===== src/rtl/slipdet_pkg.sv =====
package slipdet_pkg;

  typedef logic [7:0] hit_cnt_t;

  typedef struct packed {
    logic     armed;
    hit_cnt_t cnt;
    logic     det;
  } chain_next_t;

  // One step of a counting chain: ref events arm and clear, own events count.
  function automatic chain_next_t chain_step(
    input logic     armed,
    input hit_cnt_t cnt,
    input logic     own_ev,
    input logic     ref_ev,
    input hit_cnt_t hits
  );
    chain_next_t nx;
    nx.armed = armed;
    nx.cnt   = cnt;
    nx.det   = 1'b0;
    if (ref_ev) begin
      nx.armed = 1'b1;
      nx.cnt   = '0;
    end else if (own_ev && armed) begin
      if ((cnt + 8'd1) >= hits) begin
        nx.det = 1'b1;
        nx.cnt = '0;
      end else begin
        nx.cnt = cnt + 8'd1;
      end
    end
    return nx;
  endfunction

endpackage


===== src/rtl/slip_tap_merge.sv =====
module slip_tap_merge #(
  parameter int N_TAPS = 12
) (
  input  logic [N_TAPS-1:0] taps,
  output logic              event_o
);
  generate
    if (N_TAPS == 1) begin : g_single
      assign event_o = taps[0];
    end else begin : g_multi
      assign event_o = |taps;
    end
  endgenerate
endmodule


===== src/rtl/slip_chain.sv =====
module slip_chain
  import slipdet_pkg::*;
#(
  parameter int SLIP_HITS = 2
) (
  input  logic clk,
  input  logic rst_n,
  input  logic own_ev,
  input  logic ref_ev,
  output logic det_o
);
  localparam hit_cnt_t HITS = hit_cnt_t'(SLIP_HITS);

  logic        armed_q;
  hit_cnt_t    cnt_q;
  chain_next_t nx;

  always_comb nx = chain_step(armed_q, cnt_q, own_ev, ref_ev, HITS);

  always_ff @(posedge clk or negedge rst_n) begin
    if (!rst_n) begin
      armed_q <= 1'b0;
      cnt_q   <= '0;
    end else begin
      armed_q <= nx.armed;
      cnt_q   <= nx.cnt;
    end
  end

  assign det_o = nx.det;


  cnt_below_hits_chk: assert property (@(posedge clk) disable iff (!rst_n)
    cnt_q < HITS);


  unarmed_no_det_chk: assert property (@(posedge clk) disable iff (!rst_n)
    !armed_q |-> !det_o);
endmodule


===== src/rtl/slip_level.sv =====
module slip_level (
  input  logic clk,
  input  logic rst_n,
  input  logic set_lead,
  input  logic set_lag,
  output logic lead_lvl,
  output logic lag_lvl
);
  always_ff @(posedge clk or negedge rst_n) begin
    if (!rst_n) begin
      lead_lvl <= 1'b0;
      lag_lvl  <= 1'b0;
    end else if (set_lead) begin
      lead_lvl <= 1'b1;
      lag_lvl  <= 1'b0;
    end else if (set_lag) begin
      lead_lvl <= 1'b0;
      lag_lvl  <= 1'b1;
    end
  end


  level_exclusive_chk: assert property (@(posedge clk) disable iff (!rst_n)
    $onehot0({lead_lvl, lag_lvl}));
endmodule


===== src/rtl/cycle_slip_detector.sv =====
module cycle_slip_detector #(
  parameter int N_TAPS    = 12,
  parameter int SLIP_HITS = 2
) (
  input  logic              clk,
  input  logic              rst_n,
  input  logic [N_TAPS-1:0] osc_a_taps,
  input  logic [N_TAPS-1:0] osc_b_taps,
  output logic              lead_pulse,
  output logic              lag_pulse,
  output logic              lead_level,
  output logic              lag_level
);
  logic a_ev;
  logic b_ev;
  logic lead_det;
  logic lag_det;

  slip_tap_merge #(.N_TAPS(N_TAPS)) u_merge_a (.taps(osc_a_taps), .event_o(a_ev));
  slip_tap_merge #(.N_TAPS(N_TAPS)) u_merge_b (.taps(osc_b_taps), .event_o(b_ev));

  slip_chain #(.SLIP_HITS(SLIP_HITS)) u_lead_chain (
    .clk(clk), .rst_n(rst_n), .own_ev(a_ev), .ref_ev(b_ev), .det_o(lead_det));

  slip_chain #(.SLIP_HITS(SLIP_HITS)) u_lag_chain (
    .clk(clk), .rst_n(rst_n), .own_ev(b_ev), .ref_ev(a_ev), .det_o(lag_det));

  always_ff @(posedge clk or negedge rst_n) begin
    if (!rst_n) begin
      lead_pulse <= 1'b0;
      lag_pulse  <= 1'b0;
    end else begin
      lead_pulse <= lead_det;
      lag_pulse  <= lag_det;
    end
  end

  slip_level u_level (
    .clk(clk), .rst_n(rst_n), .set_lead(lead_det), .set_lag(lag_det),
    .lead_lvl(lead_level), .lag_lvl(lag_level));


  pulse_exclusive_chk: assert property (@(posedge clk) disable iff (!rst_n)
    !(lead_pulse && lag_pulse));


  coincident_quiet_chk: assert property (@(posedge clk) disable iff (!rst_n)
    (a_ev && b_ev) |=> (!lead_pulse && !lag_pulse));


  lead_pulse_level_chk: assert property (@(posedge clk) disable iff (!rst_n)
    lead_pulse |-> lead_level);


  lag_pulse_level_chk: assert property (@(posedge clk) disable iff (!rst_n)
    lag_pulse |-> lag_level);


  level_hold_chk: assert property (@(posedge clk) disable iff (!rst_n)
    (!lead_pulse && !lag_pulse) |-> ($stable(lead_level) && $stable(lag_level)));
endmodule


===== config.mk =====
export PLATFORM = sky130hd
export DESIGN_NAME = cycle_slip_detector
export DESIGN_NICKNAME = d
export VERILOG_FILES = /design/src/rtl/slipdet_pkg.sv /design/src/rtl/slip_tap_merge.sv /design/src/rtl/slip_chain.sv /design/src/rtl/slip_level.sv /design/src/rtl/cycle_slip_detector.sv
export SDC_FILE = /design/constraint.sdc
export NUM_CORES = 1
export LEC_CHECK = 0
export BUFFER_PORTS_ARGS = -buffer_cell sky130_fd_sc_hd__buf_4
export CAP_MARGIN = 25
export CORE_ASPECT_RATIO = 1.25
export CORE_MARGIN = 2
export CORE_UTILIZATION = 30
export DETAILED_ROUTE_END_ITERATION = 12
export HOLD_SLACK_MARGIN = 0.08
export SLEW_MARGIN = 20
export SYNTH_ARGS = -nofsm -noshare
export SYNTH_HDL_FRONTEND = slang
export SYNTH_SLANG_ARGS = --single-unit
export TNS_END_PERCENT = 10

===== constraint.sdc =====
create_clock -name clk -period 2.6 [get_ports clk]
set_input_delay 0.78 -clock clk [delete_from_list [all_inputs] [get_ports clk]]
set_output_delay 0.78 -clock clk [all_outputs]
set_load 0.01 [all_outputs]

### Word-level counts from Yosys, hierarchy flattened

Index checks and enable logic that the tools add are counted.
W data, S select, Z words.

| cells by class | value |
|---|---|
| order comparisons | 2 |
| add/sub/neg operators | 2 |
| mux-type cells | 14 |
| reduce and logical (&&, ||, !) cells | 7 |

Operators by type and width:

| kind | count |
|---|---|
| $mux W8 | 4 |
| $reduce_or A12 Y1 | 2 |
| $mux W9 | 2 |
| $add A8 B1 Y8 const B | 2 |
| $ge A8 B2 Y1 const B | 2 |
| $mux W1 | 8 |
| $reduce_bool A2 Y1 | 3 |
| $logic_and A1 B1 Y1 | 2 |

| storage, ports and cells | value |
|---|---|
| bits of input ports | 26 |
| output and inout port bits | 4 |
| flip-flop bits (word level) | 22 |

### Logic depth before layout (Yosys ltp)

Gate-level depths: netlist of run 1.

| depth | value |
|---|---|
| depth in word-level cells | 7 |
| depth in mapped cells | 6 |
| depth with buffers taken out | 6 |

### Hierarchy

Synthesis of run 1 repeated with hierarchy kept, for this count alone.

| unflattened totals | value |
|---|---|
| cells, all modules | 88 |
| area total of the unflattened synthesis | 987.2 um^2 |

By module, submodules not included:

| module | cells each | seq. area each (um^2) | times used | area each (um^2) |
|---|---|---|---|---|
| slip_chain | 36 | 225.2 | 2 | 410.4 |
| slip_level | 6 | 50.0 | 1 | 68.8 |
| cycle_slip_detector | 2 | 50.0 | 1 | 50.0 |
| slip_tap_merge | 4 | 0.0 | 2 | 23.8 |

### Least setup slack after synthesis of run 1

Ideal clock, no wire load.

| timing path | value |
|---|---|
| path type | input -> register |
| start point | input osc_b_taps[2] |
| end point | register u_level.lag_lvl |
| required time | 2.481 ns |
| data arrival time | 1.649 ns |
| path buffers | 0 |
| cell stages on the path | 4 |
| slack | 0.833 ns |
| cell sequence | nor4_1 > nand3_1 > nor3b_1 > o21ba_1 |

RTL lines:

| item | RTL line | RTL |
|---|---|---|
| start: declaration | cycle_slip_detector.sv:8 | `input logic [N_TAPS-1:0] osc_b_taps,` |
| $reduce_or A12 Y1 * | slip_tap_merge.sv:11 | `assign event_o = \|taps;` |
| $mux W1 * | slipdet_pkg.sv:23 | `if (ref_ev) begin` |
| via lead_det | cycle_slip_detector.sv:16 | `logic lead_det;` |
| $mux W1 or $reduce_bool A2 Y1 (tied branches) | n/a |  |
| end signal: assignment | slip_level.sv:12 | `lag_lvl <= 1'b0;` |
| end signal: assignment | slip_level.sv:15 | `lag_lvl <= 1'b0;` |
| end signal: assignment | slip_level.sv:18 | `lag_lvl <= 1'b1;` |
| end: declaration | slip_level.sv:7 | `output logic lag_lvl` |

The timed path passes the listed nets; every way through them passes the cells marked *. The select of a mux whose other input is x is not followed.
A chain may end at the register's enable or synchronous reset.

### Worst setup path in the final report of run 1

| timing path | value |
|---|---|
| start point | register u_lag_chain.cnt_q[0] |
| end point | register u_lag_chain.cnt_q[0] |

| between the ends | value |
|---|---|
| word-level cells in the longest chain between the ends | 5 |

RTL lines:

| item | RTL line | RTL |
|---|---|---|
| start: declaration | slip_chain.sv:15 | `hit_cnt_t cnt_q;` |
| start signal: assignment | slip_chain.sv:26 | `cnt_q <= nx.cnt;` |
| $add A8 B1 Y8 * | slipdet_pkg.sv:27, slipdet_pkg.sv:31 |  |
| $ge A8 B2 Y1 | slipdet_pkg.sv:27 | `if ((cnt + 8'd1) >= hits) begin` |
| $mux W8 * | slipdet_pkg.sv:27 |  |
| $mux W9 * | slipdet_pkg.sv:26 | `end else if (own_ev && armed) begin` |
| $mux W8 * | slipdet_pkg.sv:23 |  |

Mark *: on every way between the ends. The rest lies on a longest branch, timed or not. The select of a mux whose other input is x is not followed.

==> impl_metrics.json, run 1 <==
{
  "clock_power_share": 0.448,
  "rr_startpoint": "u_lag_chain.cnt_q[0]",
  "clockBufferDepth": 2,
  "fmax_mhz": 529,
  "synth_edf_count": 0,
  "overflow": 0,
  "slew_viol_final": 0,
  "seqPwrFrac": 0.500,
  "route.detailed.drc": 0,
  "slew_headroom": 0.727,
  "diodes": 0,
  "layout_common_cells": "buf_4, dfrtp_1, and2_1",
  "h-tree-depth": 1,
  "cell_internal_pwr_mw": 0.572,
  "worstSkewPairLatency_ns": 0.25,
  "ant_nets": 0,
  "first_pass_iters": 3,
  "ys_seq_elements": 22,
  "ir_worst_vdd_mv": 0.317,
  "drv_cap": 0,
  "fin_setup_tns_ns": 0,
  "rsz0062_at_grt": "no",
  "cts_root_buf": "clkbuf_8",
  "synth.yosys.seq_area_share": 0.559,
  "antenna_found_initial": 0,
  "worst-r2r-cell-count": 6,
  "p_leak_nw": 0.655,
  "track_usage": 0.107,
  "synthArstFlopShare": 1.00,
  "ios": 30,
  "setup_violations": 0,
  "clk_pin_slew_worst_paths_ns": 0.08,
  "synthFlopType": "dfrtp_1",
  "clock_skew_ns": 0.00489,
  "worstPathCellList": "ha_1 > xnor2_1 > nand3b_1 > or3_1 > or3_1 > a21oi_1",
  "core_um2": 3170,
  "reg2reg_setup_slack_ns": 0.71,
  "startpoint_type": "register",
  "final_core_util": 0.417,
  "nNetsFinal": 151,
  "crit_fanout": 6,
  "critPathBufInv": 0,
  "worstMarginPinSlew_ns": 0.410,
  "min_path_type": "in -> async",
  "start_util": 0.311,
  "die_area_um2": 3760,
  "io_buffers": 29,
  "power_density_nw_per_um2": 518,
  "vias": 755,
  "first_global_vias": 739,
  "die_w_um": 55.2,
  "post_drt_wl_per_cell_um": 12.3,
  "drt_wl_total_mm": 1.93,
  "final_common_cell": "buf_4",
  "post_cts_buffers": 0,
  "synth_area_per_cell_um2": 11.3,
  "netlist_instances": 87,
  "worst_setup_path_end_kind": "register",
  "finalCritPeriodShare": 0.727,
  "outcome": "complete, no violations",
  "die_y_um": 68.1,
  "syn2layout_area_growth_pct": 34.1,
  "gp_congestion": 0.681,
  "cp.arrival_ns": 2.07,
  "grt_max_degree": 23,
  "drt_iter0_drc": 5,
  "combPwrFrac": 0.053,
  "hpwl_mm": 1.57,
  "syn_area_um2": 985,
  "cpMaxStageDelayCell": "dfrtp_1",
  "viasPerCell": 4.81,
  "cts_tree": "built",
  "fin_crit_ns": 1.89,
  "synthesis.nets": 117,
  "nFillCells": 329,
  "crit_required_ns": 2.78,
  "cpLargestDelayFamily": "simple AND/OR/NAND/NOR gates",
  "fp-row-count": 23,
  "finalHoldViolations": 0,
  "path_common_cell": "or3_1",
  "synthDistinctLibCells": 29,
  "slowest_delay_ns": 0.44,
  "crit_type": "reg -> reg",
  "grt_first_pass_wirelength_mm": 3.19,
  "layout-drive-gt1-share": 0.308,
  "r2r-end": "u_lag_chain.cnt_q[0]",
  "sw_frac_of_total": 0.165,
  "yosys_warnings": 0,
  "cts_made_buffers": 3,
  "hold_buffers": 0,
  "p_sw_mw": 0.113,
  "post_cts_resized": 0,
  "clkSinkCount": 22
}
-- logic make-up after synthesis --
| group | Yosys count | share of synthesized area |
|---|---|---|
| and+or+nand+nor | 42 | 0.264 |
| DFF | 22 | 0.559 |
| AOI/OAI and AO/OA | 13 | 0.0928 |
| adders and majority gates | 4 | 0.0508 |
| buffers and inverters | 4 | 0.0152 |
| xor gates and xnor gates | 2 | 0.0178 |
-- cell usage after synthesis, types with 2 or more instances --
library cell	n	area, um2
a31oi_1	2	12.5
a21oi_1	4	20.0
ha_1	4	50.1
and2_1	13	81.3
nand3_1	4	20.0
inv_1	4	15.0
or2_2	2	12.5
or3_1	3	18.8
dfrtp_1	22	551
nand2_1	4	15.0
nor4_1	7	43.8
-- per-layer routing --
metal | global-route usage | share of wire | vias to the layer above
met5 | 0 | 0 | -
met4 | 0.0549 | 0.013 | 0
met3 | 0.0170 | 0.0078 | 2
met2 | 0.201 | 0.60 | 2
met1 | 0.118 | 0.38 | 374
li1 | - | - | 377
-- per-stage QoR --
| stage | area [um2] | hold slack, ns | setup WS, ns | power (mW) | std cells |
|---|---|---|---|---|---|
| 6_report | 1320 | 0.388 | 0.709 | 0.684 | 157 |
| 5_1_grt | 1320 | 0.401 | 0.538 | 0.710 | 157 |
| 4_1_cts | 1320 | 0.400 | 0.696 | 0.695 | 157 |
| 3_5_place_dp | 1250 | 0.481 | 0.433 | 0.386 | 153 |
| 3_3_place_gp | 1250 | 0.480 | 0.525 | 0.385 | 153 |
| 2_1_floorplan | 985 | 0.463 | 0.833 | 0.351 | 87 |
-- worst max-delay path by stage --
| stage | start | to | slack [ns] | cells after the start |
|---|---|---|---|---|
| after floorplan | osc_b_taps[2] | u_level.lag_lvl | 0.83 | 4 |
| after global placement | osc_a_taps[1] | u_lead_chain.cnt_q[1] | 0.53 | 5 |
| after detailed placement | osc_b_taps[2] | u_lag_chain.cnt_q[2] | 0.43 | 5 |
| after CTS | u_lag_chain.cnt_q[0] | u_lag_chain.cnt_q[0] | 0.70 | 6 |
| after global routing | u_lag_chain.cnt_q[0] | u_lag_chain.cnt_q[0] | 0.54 | 6 |
| final | u_lag_chain.cnt_q[0] | u_lag_chain.cnt_q[0] | 0.71 | 6 |
-- power by group through the flow --
stage | registers [mW] | clock network [mW] | logic [mW]
2_1_floorplan | 0.349 | 0 | 0.00178
3_3_place_gp | 0.349 | 0 | 0.0360
3_5_place_dp | 0.349 | 0 | 0.0370
4_1_cts | 0.342 | 0.316 | 0.0371
5_1_grt | 0.342 | 0.328 | 0.0400
6_report | 0.342 | 0.307 | 0.0360
-- worst reg2reg max path: stages (launching register included) --
cell      delay (ns)
dfrtp_1         0.44
ha_1            0.27
xnor2_1         0.15
nand3b_1        0.09
or3_1           0.39
or3_1           0.35
a21oi_1         0.14
-- final cells by class --
cell class,count,area (um2),share of cell area
Tap cell,37,46.3,0.0351
Inverter,4,15.0,0.0114
Timing Repair Buffer,29,218,0.165
Sequential cell,22,551,0.417
Clock inverter,1,30.0,0.0227
Clock buffer,3,41.3,0.0313
Multi-Input combinational cell,61,419,0.318
-- registers in the layout, summed over array words and instances (netlist names) --
signal and cells:
u_level.lead_lvl 1, u_level.lag_lvl 1, u_lag_chain.armed_q 1, u_lead_chain.armed_q 1, u_lag_chain.cnt_q 8, lead_pulse 1
lag_pulse 1, u_lead_chain.cnt_q 8
No activity file was read; power rests on OpenSTA's default activity.
==> inputs of run 2 (changes only) <==
ABC_AREA = 1   (was not set)
clock period = 1.6 ns   (was 2.6 ns; I/O delays follow)
==> run 2 against run 1 <==
Effect of this change:
- die area grew 14%
- sequential share of layout area shrank 4.4 points
- worst setup slack got worse by 0.52 ns
- count of clock-buffer cells in the layout unchanged
- routed wire length up 5.4%
- hold slack worse by 0.30 ns
- utilization is 2.1 points lower
- critical endpoint is now u_level.lag_lvl
- largest cell class unchanged
==> impl_metrics.json, run 2 <==
{
  "post_cts_resized": 0,
  "min_path_type": "in -> async",
  "slew_viol_final": 0,
  "die_area_um2": 4300,
  "synth_compound_area_frac": 0.0385,
  "crit_type": "reg -> reg",
  "clock_skew_ns": 0.00733,
  "first_global_vias": 992,
  "place_area_um2": 1400,
  "grt_max_degree": 23,
  "sw_frac_of_total": 0.184,
  "crit_required_ns": 1.77,
  "cpLargestDelayFamily": "simple AND/OR/NAND/NOR gates",
  "syn_area_um2": 1140,
  "p_sw_mw": 0.210,
  "drt_iter0_drc": 45,
  "p_leak_nw": 0.785,
  "overflow": 0,
  "fin_setup_tns_ns": 0,
  "synthXorXnorAreaFrac": 0.00771,
  "power_density_nw_per_um2": 776,
  "drt_wl_total_mm": 2.04,
  "final_core_util": 0.396,
  "die_y_um": 72.8,
  "gp_congestion": 0.806,
  "synth_area_leaders": "dfrtp_1, nor2_1, inv_1, nand2_1, ha_1",
  "clock_power_share": 0.454,
  "synth-adder-area-share": 0.0441,
  "core_um2": 3720,
  "die_w_um": 59.0,
  "outcome": "complete, no violations",
  "fin_crit_ns": 1.41,
  "cell_internal_pwr_mw": 0.934,
  "finalHoldViolations": 0,
  "dpl_worst_slack_ns": 0.128,
  "syn2layout_area_growth_pct": 29.8,
  "synthDistinctLibCells": 18,
  "final_common_cell": "nor2_1",
  "post_cts_buffers": 0,
  "synth_area_per_cell_um2": 7.57,
  "netlist_instances": 150,
  "fp-row-count": 25,
  "fmax_mhz": 710,
  "antenna_found_initial": 0,
  "nNetsFinal": 214,
  "drv_cap": 0,
  "crit_fanout": 4,
  "slew_headroom": 0.814,
  "worst_setup_path_end_kind": "register",
  "grt_first_pass_wirelength_mm": 4.05,
  "synthesis.nets": 180,
  "rsz0062_at_grt": "no",
  "cts_root_buf": "clkbuf_8",
  "ys_seq_elements": 22,
  "h-tree-depth": 1,
  "synthArstFlopShare": 1.00,
  "finalCritPeriodShare": 0.880,
  "worstMarginPinSlew_ns": 0.279,
  "design_area_um2": 1480,
  "synthSimpleGateAreaFrac": 0.339,
  "cts_tree": "built",
  "worst_slack_ns": 0.192,
  "cp.arrival_ns": 1.58,
  "track_usage": 0.120,
  "path_common_cell": "nor2_1",
  "viasPerCell": 4.16,
  "io_buffers": 29,
  "yosys.area.top_type": "dfrtp_1",
  "dp.cells": 219,
  "critPathBufInv": 2,
  "cpMaxStageDelayCell": "dfrtp_1",
  "cts_made_buffers": 3,
  "yosysTopAreaCellShare": 0.485,
  "layout-drive-gt1-share": 0.251,
  "slowest_delay_ns": 0.42,
  "layout_common_cells": "nor2_1, buf_4, inv_1, nand2_1, dfrtp_1",
  "diodes": 0,
  "hpwl_mm": 1.63,
  "synth_mux_area_frac": 0,
  "vias": 928,
  "clockBufferDepth": 2,
  "first_pass_iters": 4,
  "setup_violations": 0,
  "synth_common_cells": "nor2_1, inv_1, nand2_1, dfrtp_1, nand3_1",
  "ir_worst_vdd_mv": 0.263,
  "final_cells": 223,
  "hold_buffers": 0,
  "synth.yosys.seq_area_share": 0.485,
  "ant_nets": 0,
  "ios": 30,
  "yosysMostFrequentCell": "nor2_1",
  "combPwrFrac": 0.060,
  "post_drt_wl_per_cell_um": 9.13,
  "clkSinkCount": 22,
  "worstSkewPairLatency_ns": 0.27,
  "synth_top_family_by_area": "simple AND/OR/NAND/NOR gates",
  "reg_top3": "u_lag_chain.cnt_q x8, u_lead_chain.cnt_q x8",
  "startpoint_type": "register",
  "yosys_warnings": 0,
  "route.detailed.drc": 0,
  "worstPathCellList": "ha_1 > inv_1 > nor2_1 > nor2_1 > nor2_1 > nor2_1 > nand2_1 > nand2_2 > nand2_1 > nand2_1 > inv_1",
  "synthFlopType": "dfrtp_1",
  "synth_edf_count": 0,
  "start_util": 0.305,
  "seqPwrFrac": 0.486,
  "clk_pin_slew_worst_paths_ns": 0.08
}
==> run 2: cell type report <==
class	count	area, um2
clock inverter	1	30.0
timing repair buffer	29	218
tap	40	50.0
inverter	26	97.6
clock buffer	3	41.3
multi-input combinational	102	488
sequential	22	551
fill	373	2250
==> run 2: path summary, 6_finish.rpt <==
path | start | slack [ns] | to | cells past startpoint
hold reg to reg | u_lead_chain.armed_q | 0.48 | u_lead_chain.armed_q | 1
setup reg to reg | u_lag_chain.cnt_q[0] | 0.19 | u_level.lag_lvl | 11
setup / recovery | u_lag_chain.cnt_q[0] | 0.19 | u_level.lag_lvl | 11
hold / removal | rst_n | 0.09 | lead_pulse | 1
max in group asynchronous | rst_n | 1.29 | u_lead_chain.cnt_q[0] | 1
min in group clk | u_lead_chain.armed_q | 0.48 | u_lead_chain.armed_q | 1
==> run 2: stage by stage <==
stage | power [mW] | hold WS, ns
global placement | 0.637 | 0.385
detailed placement | 0.639 | 0.390
CTS | 1.16 | 0.0962
finish | 1.14 | 0.0872
floorplan | 0.580 | 0.184
global route | 1.19 | 0.111
==> run 2: worst reg2reg max path: stages, from the launching register on <==
cell	delay (ns)
dfrtp_1	0.42
ha_1	0.24
inv_1	0.07
nor2_1	0.04
nor2_1	0.14
nor2_1	0.05
nor2_1	0.08
nand2_1	0.07
nand2_2	0.08
nand2_1	0.05
nand2_1	0.05
inv_1	0.03
==> run 2: cells by family after synthesis <==
kind of cell,Yosys count
AND/OR/NAND/NOR,89
buffers and inverters,26
flip-flops,22
AO/OA/AOI/OAI,8
adder cells (fa/ha/maj),4
XOR/XNOR,1
==> run 2: power by group through the flow <==
stage	Clock [mW]	Sequential, mW	Combinational, mW
after floorplan	0	0.567	0.0124
after global routing	0.550	0.556	0.0805
after detailed placement	0	0.567	0.0712
after global placement	0	0.567	0.0695
after CTS	0.536	0.556	0.0710
final	0.520	0.556	0.0689
==> run 2: layer usage <==
| metal | part of all wire | global-route usage | wire length (um) | vias to the layer above |
|---|---|---|---|---|
| met4 | 0.011 | 0.0379 | 23 | 0 |
| li1 | - | - | - | 514 |
| met5 | 0 | 0 | 0 | - |
| met3 | 0.019 | 0.0213 | 38 | 4 |
| met1 | 0.45 | 0.144 | 920 | 403 |
| met2 | 0.52 | 0.212 | 1060 | 7 |
==> inputs of run 3 (changes only) <==
RECOVER_POWER = 25   (was not set)
SLEW_MARGIN = 10   (was 20)
==> run 3 against run 2 <==
Effect of this change:
- via count unchanged
- combinational power decreased by 2%
- clock power about the same
- critical path type unchanged
==> impl_metrics.json, run 3 (same netlist as run 2, synthesis figures left out) <==
{
  "outcome": "complete, no violations",
  "hold_buffers": 0,
  "drv_cap": 0,
  "worst_slack_ns": 0.194,
  "reg2reg_setup_slack_ns": 0.19,
  "ff_latch_area_um2": 551,
  "p_sw_mw": 0.213,
  "h-tree-depth": 1,
  "rr_startpoint": "u_lag_chain.cnt_q[0]",
  "min_path_type": "in -> async",
  "overflow": 0,
  "viasPerCell": 4.16,
  "final_core_util": 0.395,
  "hpwl_mm": 1.63,
  "die_w_um": 59.0,
  "antenna_found_initial": 0,
  "clk_pin_slew_worst_paths_ns": 0.09,
  "setup_violations": 0,
  "first_global_vias": 992,
  "sw_frac_of_total": 0.186,
  "endpoint": "u_level.lag_lvl",
  "track_usage": 0.120,
  "grt_first_pass_wirelength_mm": 4.05,
  "finalHoldViolations": 0,
  "startpoint_type": "register",
  "p_leak_nw": 0.782,
  "grt_max_degree": 23,
  "clock_skew_ns": 0.00895,
  "drt_iter0_drc": 31,
  "core_um2": 3720,
  "vias": 928,
  "multi_input_area_um2": 488,
  "die_area_um2": 4300,
  "clkSinkCount": 22,
  "worstMarginPinSlew_ns": 1.17,
  "start_util": 0.305,
  "slew_headroom": 0.218,
  "worstPathCellList": "ha_1 > inv_1 > nor2_1 > nor2_1 > nor2_1 > nor2_1 > nand2_1 > nand2_2 > nand2_1 > nand2_1 > inv_1",
  "cpMaxStageDelayCell": "dfrtp_1",
  "slowest_delay_ns": 0.42,
  "r2r-end": "u_level.lag_lvl",
  "ios": 30,
  "slew_viol_final": 0,
  "holdWs_ns": 0.426,
  "gp_congestion": 0.806,
  "worst_setup_path_end_kind": "register",
  "clock_power_share": 0.456,
  "nFillCells": 375,
  "critPathLaunch": "u_lag_chain.cnt_q[0]",
  "route.detailed.drc": 0,
  "post_drt_wl_per_cell_um": 9.17,
  "fin_crit_ns": 1.41,
  "post_cts_resized": 0,
  "drt_wl_total_mm": 2.05,
  "seqPwrFrac": 0.485,
  "reg_top3": "u_lag_chain.cnt_q x8, u_lead_chain.cnt_q x8",
  "crit_required_ns": 1.77,
  "post_cts_buffers": 0,
  "ant_nets": 0,
  "combPwrFrac": 0.059,
  "cts_tree": "built",
  "final_cells": 223,
  "syn2layout_area_growth_pct": 29.5,
  "finalCritPeriodShare": 0.879,
  "clockBufferDepth": 2,
  "dpl_worst_slack_ns": 0.128,
  "layout-drive-gt1-share": 0.246,
  "rsz0062_at_grt": "no",
  "fp-row-count": 25,
  "dp.cells": 219,
  "cts_made_buffers": 3,
  "crit_fanout": 4,
  "worstSkewPairLatency_ns": 0.27,
  "power_density_nw_per_um2": 779,
  "cp.arrival_ns": 1.58,
  "layout_common_cells": "nor2_1, buf_4, inv_1, nand2_1, dfrtp_1",
  "nNetsFinal": 214,
  "worst-r2r-cell-count": 11,
  "fmax_mhz": 711,
  "ir_worst_vdd_mv": 0.263,
  "die_y_um": 72.8,
  "path_common_cell": "nor2_1",
  "crit_type": "reg -> reg",
  "diodes": 0,
  "first_pass_iters": 4,
  "io_buffers": 29,
  "final_common_cell": "nor2_1",
  "cell_internal_pwr_mw": 0.933,
  "fin_setup_tns_ns": 0,
  "cts_root_buf": "clkbuf_8"
}
[run 3: how the worst min path moves through the flow]
stage,endpoint,startpoint
after floorplan,lag_pulse,rst_n
after global placement,u_lag_chain.cnt_q[2],rst_n
after detailed placement,u_lag_chain.cnt_q[1],rst_n
after CTS,u_lag_chain.cnt_q[7],rst_n
after global routing,u_lead_chain.armed_q,u_lead_chain.armed_q
final,lead_pulse,rst_n
[run 3: cell type report]
cell class	instances	area share
timing repair buffer	29	0.145
multi-input combinational	102	0.332
sequential	22	0.374
clock inverter	1	0.0204
clock buffer	3	0.0281
inverter	26	0.0663
tap	40	0.0340
[run 3: metrics by stage]
step / area, um2 / total power [mW]
2_1_floorplan: 1140 / 0.580
3_3_place_gp: 1400 / 0.637
3_5_place_dp: 1400 / 0.639
4_1_cts: 1480 / 1.16
5_1_grt: 1470 / 1.19
6_report: 1470 / 1.15
[run 3: power by group through the flow]
stage	Sequential (mW)	Clock [mW]	Combinational (mW)
final	0.556	0.523	0.0678
after global routing	0.556	0.550	0.0792
after CTS	0.556	0.536	0.0710
after detailed placement	0.567	0	0.0712
after global placement	0.567	0	0.0695
after floorplan	0.567	0	0.0124
[run 3: worst max-delay path, delay by kind of cell (launching register included)]
family	cells	cell delay, ns
adders and majority gates	1	0.24
buffers and inverters	2	0.10
DFF	1	0.42
and+or+nand+nor	8	0.56
[run 3: layer usage]
| layer | vias to the layer above | GRT usage | wire length [um] |
|---|---|---|---|
| met1 | 403 | 0.144 | 915 |
| li1 | 514 | - | - |
| met2 | 7 | 0.212 | 1070 |
| met3 | 4 | 0.0213 | 38 |
| met4 | 0 | 0.0379 | 23 |
| met5 | - | 0 | 0 |
